## src/rtl/mts_pkg.sv

```systemverilog
// Package: shared quadrant encoding for the micro-threaded scheduler.
// Assumes quadrant index = {data half, vertical half}.
package mts_pkg;

    typedef enum logic {
        VHALF_BOTTOM = 1'b0,
        VHALF_TOP    = 1'b1
    } vhalf_e;

    localparam int NUM_QUADS = 4;
    localparam int NUM_HALVES = 2;

    // Map a data half and vertical half to a quadrant index.
    function automatic logic [1:0] quad_of(input logic data_half, input logic vert_top);
        return {data_half, vert_top};
    endfunction

endpackage

```

## src/rtl/mts_req_fifo.sv

```systemverilog
// Module: mts_req_fifo
// Per-quadrant request queue, first in first out.
// Assumes: caller never pushes when full nor pops when empty.
module mts_req_fifo #(
    parameter int W     = 13,
    parameter int DEPTH = 4
) (
    input  logic         clk,
    input  logic         rst_n,
    input  logic         push,
    input  logic [W-1:0] din,
    input  logic         pop,
    output logic [W-1:0] dout,
    output logic         not_empty,
    output logic         not_full
);
    localparam int PTR_W = (DEPTH > 1) ? $clog2(DEPTH) : 1;
    localparam int CNT_W = $clog2(DEPTH + 1);
    localparam logic [PTR_W-1:0] LAST_PTR = PTR_W'(DEPTH - 1);
    localparam logic [CNT_W-1:0] FULL_CNT = CNT_W'(DEPTH);

    logic [W-1:0]     mem [DEPTH];
    logic [PTR_W-1:0] wr_ptr;
    logic [PTR_W-1:0] rd_ptr;
    logic [CNT_W-1:0] count;

    assign dout      = mem[rd_ptr];
    assign not_empty = (count != '0);
    assign not_full  = (count != FULL_CNT);

    // Storage write; no reset needed on the data array.
    always_ff @(posedge clk) begin
        if (push) begin
            mem[wr_ptr] <= din;
        end
    end

    // Pointer and occupancy bookkeeping.
    always_ff @(posedge clk) begin
        if (!rst_n) begin
            wr_ptr <= '0;
            rd_ptr <= '0;
            count  <= '0;
        end else begin
            if (push) begin
                wr_ptr <= (wr_ptr == LAST_PTR) ? '0 : wr_ptr + 1'b1;
            end
            if (pop) begin
                rd_ptr <= (rd_ptr == LAST_PTR) ? '0 : rd_ptr + 1'b1;
            end
            case ({push, pop})
                2'b10:   count <= count + 1'b1;
                2'b01:   count <= count - 1'b1;
                default: count <= count;
            endcase
        end
    end

    assert_no_overflow_R3: assert property (@(posedge clk) disable iff (!rst_n)
        push |-> not_full);

    assert_no_underflow_R3: assert property (@(posedge clk) disable iff (!rst_n)
        pop |-> not_empty);

    assert_count_bound_R3: assert property (@(posedge clk) disable iff (!rst_n)
        count <= FULL_CNT);

endmodule

```

## src/rtl/mts_half_sched.sv

```systemverilog
// Module: mts_half_sched
// Column-command scheduler for one data-bus half. Alternates strictly
// between bottom and top half-bank queues once the first command issued;
// leaves a slot idle (and counts it) when the due half-bank is empty but
// the other has work. Assumes queue heads are valid when *_valid is high.
module mts_half_sched #(
    parameter int BANK_W  = 3,
    parameter int COL_W   = 6,
    parameter int ID_W    = 4,
    parameter int STALL_W = 16
) (
    input  logic                           clk,
    input  logic                           rst_n,
    input  logic                           bot_valid,
    input  logic [ID_W+BANK_W+COL_W-1:0]   bot_entry,
    input  logic                           top_valid,
    input  logic [ID_W+BANK_W+COL_W-1:0]   top_entry,
    output logic                           pop_bot,
    output logic                           pop_top,
    output logic                           cmd_valid,
    output logic                           cmd_top,
    output logic [BANK_W-1:0]              cmd_bank,
    output logic [COL_W-1:0]               cmd_col,
    output logic [ID_W-1:0]                cmd_id,
    output logic [STALL_W-1:0]             stall_cnt
);
    import mts_pkg::*;

    localparam int ENT_W = ID_W + BANK_W + COL_W;

    logic             started;
    vhalf_e           last_vh;
    vhalf_e           want_vh;
    logic             issue;
    logic             stall_hit;
    logic [ENT_W-1:0] pick;

    // Choose which half-bank is due this cycle.
    always_comb begin
        if (started) begin
            want_vh = (last_vh == VHALF_TOP) ? VHALF_BOTTOM : VHALF_TOP;
        end else begin
            want_vh = bot_valid ? VHALF_BOTTOM : VHALF_TOP;
        end
    end

    // Issue decision, queue pops and stall detection.
    always_comb begin
        issue     = (want_vh == VHALF_TOP) ? top_valid : bot_valid;
        pick      = (want_vh == VHALF_TOP) ? top_entry : bot_entry;
        pop_top   = issue && (want_vh == VHALF_TOP);
        pop_bot   = issue && (want_vh == VHALF_BOTTOM);
        stall_hit = started && !issue &&
                    ((want_vh == VHALF_TOP) ? bot_valid : top_valid);
    end

    // Registered command output and alternation state.
    always_ff @(posedge clk) begin
        if (!rst_n) begin
            started   <= 1'b0;
            last_vh   <= VHALF_BOTTOM;
            cmd_valid <= 1'b0;
            cmd_top   <= 1'b0;
            cmd_bank  <= '0;
            cmd_col   <= '0;
            cmd_id    <= '0;
        end else begin
            cmd_valid <= issue;
            if (issue) begin
                started  <= 1'b1;
                last_vh  <= want_vh;
                cmd_top  <= (want_vh == VHALF_TOP);
                cmd_id   <= pick[ENT_W-1 -: ID_W];
                cmd_bank <= pick[COL_W +: BANK_W];
                cmd_col  <= pick[COL_W-1:0];
            end
        end
    end

    // Idle-slot counter, wraps at full scale.
    always_ff @(posedge clk) begin
        if (!rst_n) begin
            stall_cnt <= '0;
        end else if (stall_hit) begin
            stall_cnt <= stall_cnt + 1'b1;
        end
    end

    // Independent observer of the output command stream.
    logic obs_seen;
    logic obs_last_top;
    always_ff @(posedge clk) begin
        if (!rst_n) begin
            obs_seen     <= 1'b0;
            obs_last_top <= 1'b0;
        end else if (cmd_valid) begin
            obs_seen     <= 1'b1;
            obs_last_top <= cmd_top;
        end
    end

    assert_alternate_R4: assert property (@(posedge clk) disable iff (!rst_n)
        (cmd_valid && obs_seen) |-> (cmd_top != obs_last_top));

    assert_stall_on_idle_R6: assert property (@(posedge clk) disable iff (!rst_n)
        (stall_cnt != $past(stall_cnt)) |-> !cmd_valid);

    assert_bank_matches_half_R2: assert property (@(posedge clk) disable iff (!rst_n)
        cmd_valid |-> (cmd_bank[BANK_W-1] == cmd_top));

endmodule

```

## src/rtl/mts_read_pipe.sv

```systemverilog
// Module: mts_read_pipe
// Fixed-latency model of the DRAM core for one data half. The word read
// is the zero-extended {bank, column}, inverted on the right half.
// Assumes DATA_W >= BANK_W + COL_W.
module mts_read_pipe #(
    parameter int BANK_W = 3,
    parameter int COL_W  = 6,
    parameter int ID_W   = 4,
    parameter int DATA_W = 16,
    parameter int LAT    = 4,
    parameter bit HALF   = 1'b0
) (
    input  logic              clk,
    input  logic              rst_n,
    input  logic              cmd_valid,
    input  logic [BANK_W-1:0] cmd_bank,
    input  logic [COL_W-1:0]  cmd_col,
    input  logic [ID_W-1:0]   cmd_id,
    output logic              rd_valid,
    output logic [ID_W-1:0]   rd_id,
    output logic [DATA_W-1:0] rd_data
);
    localparam logic [DATA_W-1:0] SALT = HALF ? {DATA_W{1'b1}} : {DATA_W{1'b0}};
    localparam int OUT_W = $clog2(LAT + 2);

    logic              st_v [LAT];
    logic [ID_W-1:0]   st_id [LAT];
    logic [DATA_W-1:0] st_d [LAT];
    logic [DATA_W-1:0] word;

    // Array read: address pattern, salted per half.
    assign word = DATA_W'({cmd_bank, cmd_col}) ^ SALT;

    // First stage captures the command.
    always_ff @(posedge clk) begin
        if (!rst_n) begin
            st_v[0]  <= 1'b0;
            st_id[0] <= '0;
            st_d[0]  <= '0;
        end else begin
            st_v[0]  <= cmd_valid;
            st_id[0] <= cmd_id;
            st_d[0]  <= word;
        end
    end

    genvar s;
    generate
        for (s = 1; s < LAT; s++) begin : g_stage
            // Delay stage s of the core latency.
            always_ff @(posedge clk) begin
                if (!rst_n) begin
                    st_v[s]  <= 1'b0;
                    st_id[s] <= '0;
                    st_d[s]  <= '0;
                end else begin
                    st_v[s]  <= st_v[s-1];
                    st_id[s] <= st_id[s-1];
                    st_d[s]  <= st_d[s-1];
                end
            end
        end
    endgenerate

    assign rd_valid = st_v[LAT-1];
    assign rd_id    = st_id[LAT-1];
    assign rd_data  = st_d[LAT-1];

    // Observer: commands in flight, issued minus returned.
    logic [OUT_W-1:0] in_flight;
    always_ff @(posedge clk) begin
        if (!rst_n) begin
            in_flight <= '0;
        end else begin
            in_flight <= in_flight + OUT_W'(cmd_valid) - OUT_W'(rd_valid);
        end
    end

    assert_return_latency_R8: assert property (@(posedge clk) disable iff (!rst_n)
        in_flight <= OUT_W'(LAT));

    assert_return_has_issue_R8: assert property (@(posedge clk) disable iff (!rst_n)
        rd_valid |-> (in_flight != '0));

endmodule

```

## src/rtl/uthread_quad_sched.sv

```systemverilog
// Module: uthread_quad_sched
// Top: steers column reads into four quadrant queues and runs one
// alternating scheduler and one fixed-latency core model per data half.
// Assumes at most one request per cycle; the MSB of the bank picks top.
module uthread_quad_sched #(
    parameter int NUM_BANKS  = 8,
    parameter int COL_W      = 6,
    parameter int ID_W       = 4,
    parameter int FIFO_DEPTH = 4,
    parameter int RD_LAT     = 4,
    parameter int DATA_W     = 16,
    parameter int STALL_W    = 16,
    localparam int BANK_W    = $clog2(NUM_BANKS)
) (
    input  logic                         clk,
    input  logic                         rst_n,
    input  logic                         req_valid,
    input  logic                         req_half,
    input  logic [BANK_W-1:0]            req_bank,
    input  logic [COL_W-1:0]             req_col,
    input  logic [ID_W-1:0]              req_id,
    output logic                         req_ready,
    output logic [3:0]                   quad_ready,
    output logic [1:0]                   cmd_valid,
    output logic [1:0]                   cmd_top,
    output logic [1:0][BANK_W-1:0]       cmd_bank,
    output logic [1:0][COL_W-1:0]        cmd_col,
    output logic [1:0][ID_W-1:0]         cmd_id,
    output logic [1:0]                   rd_valid,
    output logic [1:0][ID_W-1:0]         rd_id,
    output logic [1:0][DATA_W-1:0]       rd_data,
    output logic [1:0][STALL_W-1:0]      stall_cnt
);
    import mts_pkg::*;

    localparam int ENT_W = ID_W + BANK_W + COL_W;

    logic [1:0]       tgt_q;
    logic [ENT_W-1:0] req_entry;
    logic [3:0]       q_push;
    logic [3:0]       q_pop;
    logic [3:0]       q_ne;
    logic [3:0]       q_nf;
    logic [ENT_W-1:0] q_head [NUM_QUADS];
    logic [1:0]       pop_bot;
    logic [1:0]       pop_top;

    // Steering: quadrant from data half and bank MSB.
    always_comb begin
        tgt_q     = quad_of(req_half, req_bank[BANK_W-1]);
        req_entry = {req_id, req_bank, req_col};
        req_ready = q_nf[tgt_q];
    end

    assign quad_ready = q_nf;

    genvar q;
    generate
        for (q = 0; q < NUM_QUADS; q++) begin : g_quad
            assign q_push[q] = req_valid && req_ready && (tgt_q == 2'(q));
            assign q_pop[q]  = (q % 2 == 1) ? pop_top[q/2] : pop_bot[q/2];

            mts_req_fifo #(
                .W     (ENT_W),
                .DEPTH (FIFO_DEPTH)
            ) u_fifo (
                .clk       (clk),
                .rst_n     (rst_n),
                .push      (q_push[q]),
                .din       (req_entry),
                .pop       (q_pop[q]),
                .dout      (q_head[q]),
                .not_empty (q_ne[q]),
                .not_full  (q_nf[q])
            );
        end
    endgenerate

    genvar h;
    generate
        for (h = 0; h < NUM_HALVES; h++) begin : g_half
            mts_half_sched #(
                .BANK_W  (BANK_W),
                .COL_W   (COL_W),
                .ID_W    (ID_W),
                .STALL_W (STALL_W)
            ) u_sched (
                .clk       (clk),
                .rst_n     (rst_n),
                .bot_valid (q_ne[2*h]),
                .bot_entry (q_head[2*h]),
                .top_valid (q_ne[2*h+1]),
                .top_entry (q_head[2*h+1]),
                .pop_bot   (pop_bot[h]),
                .pop_top   (pop_top[h]),
                .cmd_valid (cmd_valid[h]),
                .cmd_top   (cmd_top[h]),
                .cmd_bank  (cmd_bank[h]),
                .cmd_col   (cmd_col[h]),
                .cmd_id    (cmd_id[h]),
                .stall_cnt (stall_cnt[h])
            );

            mts_read_pipe #(
                .BANK_W (BANK_W),
                .COL_W  (COL_W),
                .ID_W   (ID_W),
                .DATA_W (DATA_W),
                .LAT    (RD_LAT),
                .HALF   (h == 1)
            ) u_core (
                .clk       (clk),
                .rst_n     (rst_n),
                .cmd_valid (cmd_valid[h]),
                .cmd_bank  (cmd_bank[h]),
                .cmd_col   (cmd_col[h]),
                .cmd_id    (cmd_id[h]),
                .rd_valid  (rd_valid[h]),
                .rd_id     (rd_id[h]),
                .rd_data   (rd_data[h])
            );
        end
    endgenerate

    assert_reset_quiet_R1: assert property (@(posedge clk)
        !rst_n |=> (cmd_valid == 2'b00 && rd_valid == 2'b00));

    assert_pop_one_side_R4: assert property (@(posedge clk) disable iff (!rst_n)
        $countones(q_pop[1:0]) <= 1 && $countones(q_pop[3:2]) <= 1);

endmodule

```

## config.mk

```make
export PLATFORM = sky130hd
export DESIGN_NAME = uthread_quad_sched
export DESIGN_NICKNAME = d
export VERILOG_FILES = /design/src/rtl/mts_pkg.sv /design/src/rtl/mts_req_fifo.sv /design/src/rtl/mts_half_sched.sv /design/src/rtl/mts_read_pipe.sv /design/src/rtl/uthread_quad_sched.sv
export SDC_FILE = /design/constraint.sdc
export NUM_CORES = 1
export LEC_CHECK = 0
export BUFFER_PORTS_ARGS = -buffer_cell sky130_fd_sc_hd__buf_4
export CAP_MARGIN = 20
export CORE_ASPECT_RATIO = 2
export CORE_UTILIZATION = 45
export CTS_CLUSTER_DIAMETER = 150
export CTS_CLUSTER_SIZE = 10
export DETAILED_ROUTE_END_ITERATION = 6
export PLACE_DENSITY_LB_ADDON = 0.05
export RECOVER_POWER = 25
export SYNTH_ARGS = -nofsm -noshare
export SYNTH_HDL_FRONTEND = slang
export SYNTH_HIERARCHICAL = 1
export SYNTH_SLANG_ARGS = --single-unit
export TNS_END_PERCENT = 10
```

## constraint.sdc

```tcl
create_clock -name clk -period 5.35 [get_ports clk]
set_clock_uncertainty 0.05 [all_clocks]
set_input_delay 0.535 -clock clk [delete_from_list [all_inputs] [get_ports clk]]
set_output_delay 0.535 -clock clk [all_outputs]
set_load 0.01 [all_outputs]
```

==> summary.txt <==
Setup path
  • Crit Path Category: flop to flop
  • Delay-heaviest family, CP: simple AND/OR/NAND/NOR gates
  • Buffers & Inverters on Critical Path: 3
  • Worst setup SP type: flop
  • CP max stage delay: ~0.44 ns
  • Slowest cell on crit path: or3_1
  • Worst path cell trace: or3_1 -> nor2_1 -> o21ai_1 -> buf_4 -> inv_1 -> ha_1 -> inv_1 -> fa_1 -> xor2_1 -> or3_1 -> a21boi_0
  • WP data arrival: between 3 and 4 ns
  • Worst EP required: between 5 and 6 ns
  • Path depth of the worst reg2reg path: 11
  • Max FO, Critical Path: 17
  • Worst setup EP type: flop
  • WP depth: 11

STA
  • Worst Tran Pin Value: a little over 0.9 ns
  • RSZ-0062 raised after global routing: no
  • Final Hold Vio Count: 0
  • Max Freq: ~330 MHz
  • Hold WS: around 0.34 ns
  • Min Tclk post-route: ~3.0 ns
  • # setup viols final: 0
  • Pins over their slew limit: 0
  • Crit share post-route: 0.570
  • Max-slew headroom: 0.380
  • Sum Neg Setup Slack: 0 ns

Synthesis
  • Post-Syn Instances: approximately 1100
  • Main synth FF type: dfxtp_1
  • #FFs+latches synth: approximately 420
  • Post-Synth XOR/XNOR Area: 0.00895
  • Cell area after synthesis: between 15000 and 20000 um^2
  • Top cells by area, synth: edfxtp_1, dfxtp_1, mux4_2, and2_1, ha_1
  • Simple-gate share of the synthesized area: 0.116
  • Synth warn: 6
  • Compound-gate portion of the synthesized area: 0.0499
  • Main combinational cell family by area after synthesis: simple AND/OR/NAND/NOR gates
  • Mux cell area share after synthesis: 0.0855
  • Top cell type's share of synthesized area: 0.399
  • Syn avg cell area: around 15 um^2
  • Post-synthesis sequential area ratio: 0.675
  • Leading area contributor after synthesis: edfxtp_1
  • Post-synth ARST share: 0
  • Adder-Cell Fraction of Synth Area: 0.0259
  • Number of synthesized flops with an enable pin: 208
  • Yosys cell types: between 40 and 50

Global routing
  • Largest net degree at the start of global routing: between 80 and 90
  • First-pass GRT wire length: ~47000 um
  • Total GRT Usage: 0.177
  • GR Overflow Total: 0
  • Number of global-route vias before repair: between 8000 and 9000
  • Initial antenna violation count: 0

Clock tree
  • Latest clock arrival within the worst-skew pair: ~0.55 ns
  • Hold buffers post-CTS: 0
  • CTS Buffer Depth: 3
  • Clock sink count: 424
  • CTS tree: done
  • Setup Buffers After CTS: 0
  • Post_cts resized: 0
  • H-tree levels: 2
  • CTS Buf Count: 48
  • Root Driver: clkbuf_16
  • Worst-path clk slew: 0.06 ns

Final layout
  • Fin nets: approximately 1200
  • Share of layout cells above drive strength 1: 0.174
  • Diode count: 0
  • Most frequent cells in the layout: dfxtp_1, edfxtp_1, and2_1
  • Fin util: 0.524
  • Fin area: about 18000 um^2
  • Leading cell type in the layout, fill and taps excluded: dfxtp_1
  • Non-Filler Instances: roughly 1600
  • Area grow syn2layout: 14.6%
  • Filler instances: 2907

Routing
  • Post-Route WL: between 30000 and 40000 um
  • DRT Pass-1 Iters: 6
  • Routed len/inst: 18.7 um
  • Iter 0 DRT Violations: a little under 400
  • DR vias: about 8500
  • DR vias/cell: between 5 and 6
  • DRC Markers: 0
  • ANT nets after route: 0

Floorplanning
  • Cell row count: 96
  • CORE AREA: between 30000 and 40000 um^2
  • Top-Level Pins: 126
  • Die area: around 36000 um^2
  • Die width: 134 um
  • Die Y: ~270 um
  • Starting density of the core: 0.457

Place
  • IO Port Bufs: about 120
  • DP Area: 16700 um^2
  • RePlAce Congestion: 0.764
  • Number of placed instances, taps included: between 1500 and 2000
  • Post-DP HPWL: around 20000 um

Power
  • Max VDD drop: 0.277 mV
  • Leakage: approximately 6.4 nW
  • PwrDens: about 480 nW/um^2

Worst hold path
  • Hold crit path type: input port to flop
  • Hold depth: 1

Flow run
  • Max-Cap Viols: 0

Run status
  • Outcome: complete, no violations
==> cells by family (layout without fill, tap and decap cells) <==
| logic type | count (synthesis) | after routing |
|---|---|---|
| AND/OR/NAND/NOR | 297 | 297 |
| other | 1 | 7 |
| buffers and inverters | 101 | 226 |
| flip-flops | 424 | 424 |
| XOR/XNOR | 16 | 16 |
| multiplexers | 63 | 63 |
| AO/OA/AOI/OAI | 130 | 130 |
| adder cells (fa/ha/maj) | 30 | 30 |
==> layout make-up <==
| type | instances | area (um^2) | share of cell area |
|---|---|---|---|
| inverter | 32 | 120 | 0.00670 |
| tap | 441 | 552 | 0.0308 |
| clock buffer | 71 | 1310 | 0.0730 |
| clock inverter | 1 | 8.76 | 0.000488 |
| sequential | 424 | 10600 | 0.589 |
| timing repair buffer | 122 | 871 | 0.0486 |
| multi-input combinational | 543 | 4500 | 0.251 |
==> layer usage <==
| metal | track usage | vias up | share of wire |
|---|---|---|---|
| li1 | - | 4055 | - |
| met1 | 0.202 | 4167 | 0.39 |
| met2 | 0.317 | 194 | 0.53 |
| met3 | 0.0316 | 57 | 0.044 |
| met4 | 0.0795 | 0 | 0.035 |
| met5 | 0 | - | 0 |
==> sequential cells by signal, summed over array words and instances, names as in the netlist, named ones only <==
register / flops
g_quad.u_fifo/mem: 208
g_half.u_sched/cmd_valid: 2
g_half.u_sched/cmd_bank: 6
g_quad.u_fifo/wr_ptr: 8
g_half.u_sched/started: 2
g_half.u_sched/cmd_col: 12
g_half.u_sched/cmd_top: 2
g_half.u_core/st_v: 8
g_half.u_core/st_d: 76
g_quad.u_fifo/count: 12
g_half.u_core/st_id: 32
g_half.u_sched/stall_cnt: 32
g_quad.u_fifo/rd_ptr: 8
g_half.u_sched/cmd_id: 8
==> cells in the mapped netlist (13+ instances only) <==
master / count
nand3_1: 44
nand2_1: 18
ha_1: 26
buf_6: 13
nor2b_1: 27
or3_1: 22
dfxtp_1: 216
o21ai_0: 26
mux4_2: 41
a21oi_1: 56
buf_4: 31
nor2_1: 14
edfxtp_1: 208
a22oi_1: 26
and2_1: 130
inv_1: 32
==> metrics by stage <==
| step | total power [mW] | setup WS, ns |
|---|---|---|
| after global routing | 9.00 | 2.04 |
| after floorplan | 5.17 | 2.53 |
| final | 8.54 | 2.30 |
| after CTS | 8.69 | 2.27 |
| after global placement | 5.77 | 2.37 |
| after detailed placement | 5.82 | 2.28 |
==> final timing paths <==
check	startpoint	to	slack (ns)
setup / recovery	g_quad[0].u_fifo/count[0]	g_quad[1].u_fifo/count[2]	2.30
hold reg to reg	g_half[0].u_core/st_d[2][6]	g_half[0].u_core/st_d[3][6]	0.37
hold / removal	req_bank[2]	g_quad[2].u_fifo/mem[2][8]	0.34
setup reg to reg	g_quad[0].u_fifo/count[0]	g_quad[1].u_fifo/count[2]	2.30
==> power breakdown <==
group	switching, mW	internal [mW]	leakage [nW]	total, mW
Sequential	0.265	3.71	3.64	3.98
Combinational	0.927	0.794	2.12	1.72
Clock	1.18	1.66	0.634	2.84
Total	2.37	6.17	6.39	8.54
Note: power is estimated with default switching activity, not from simulation.
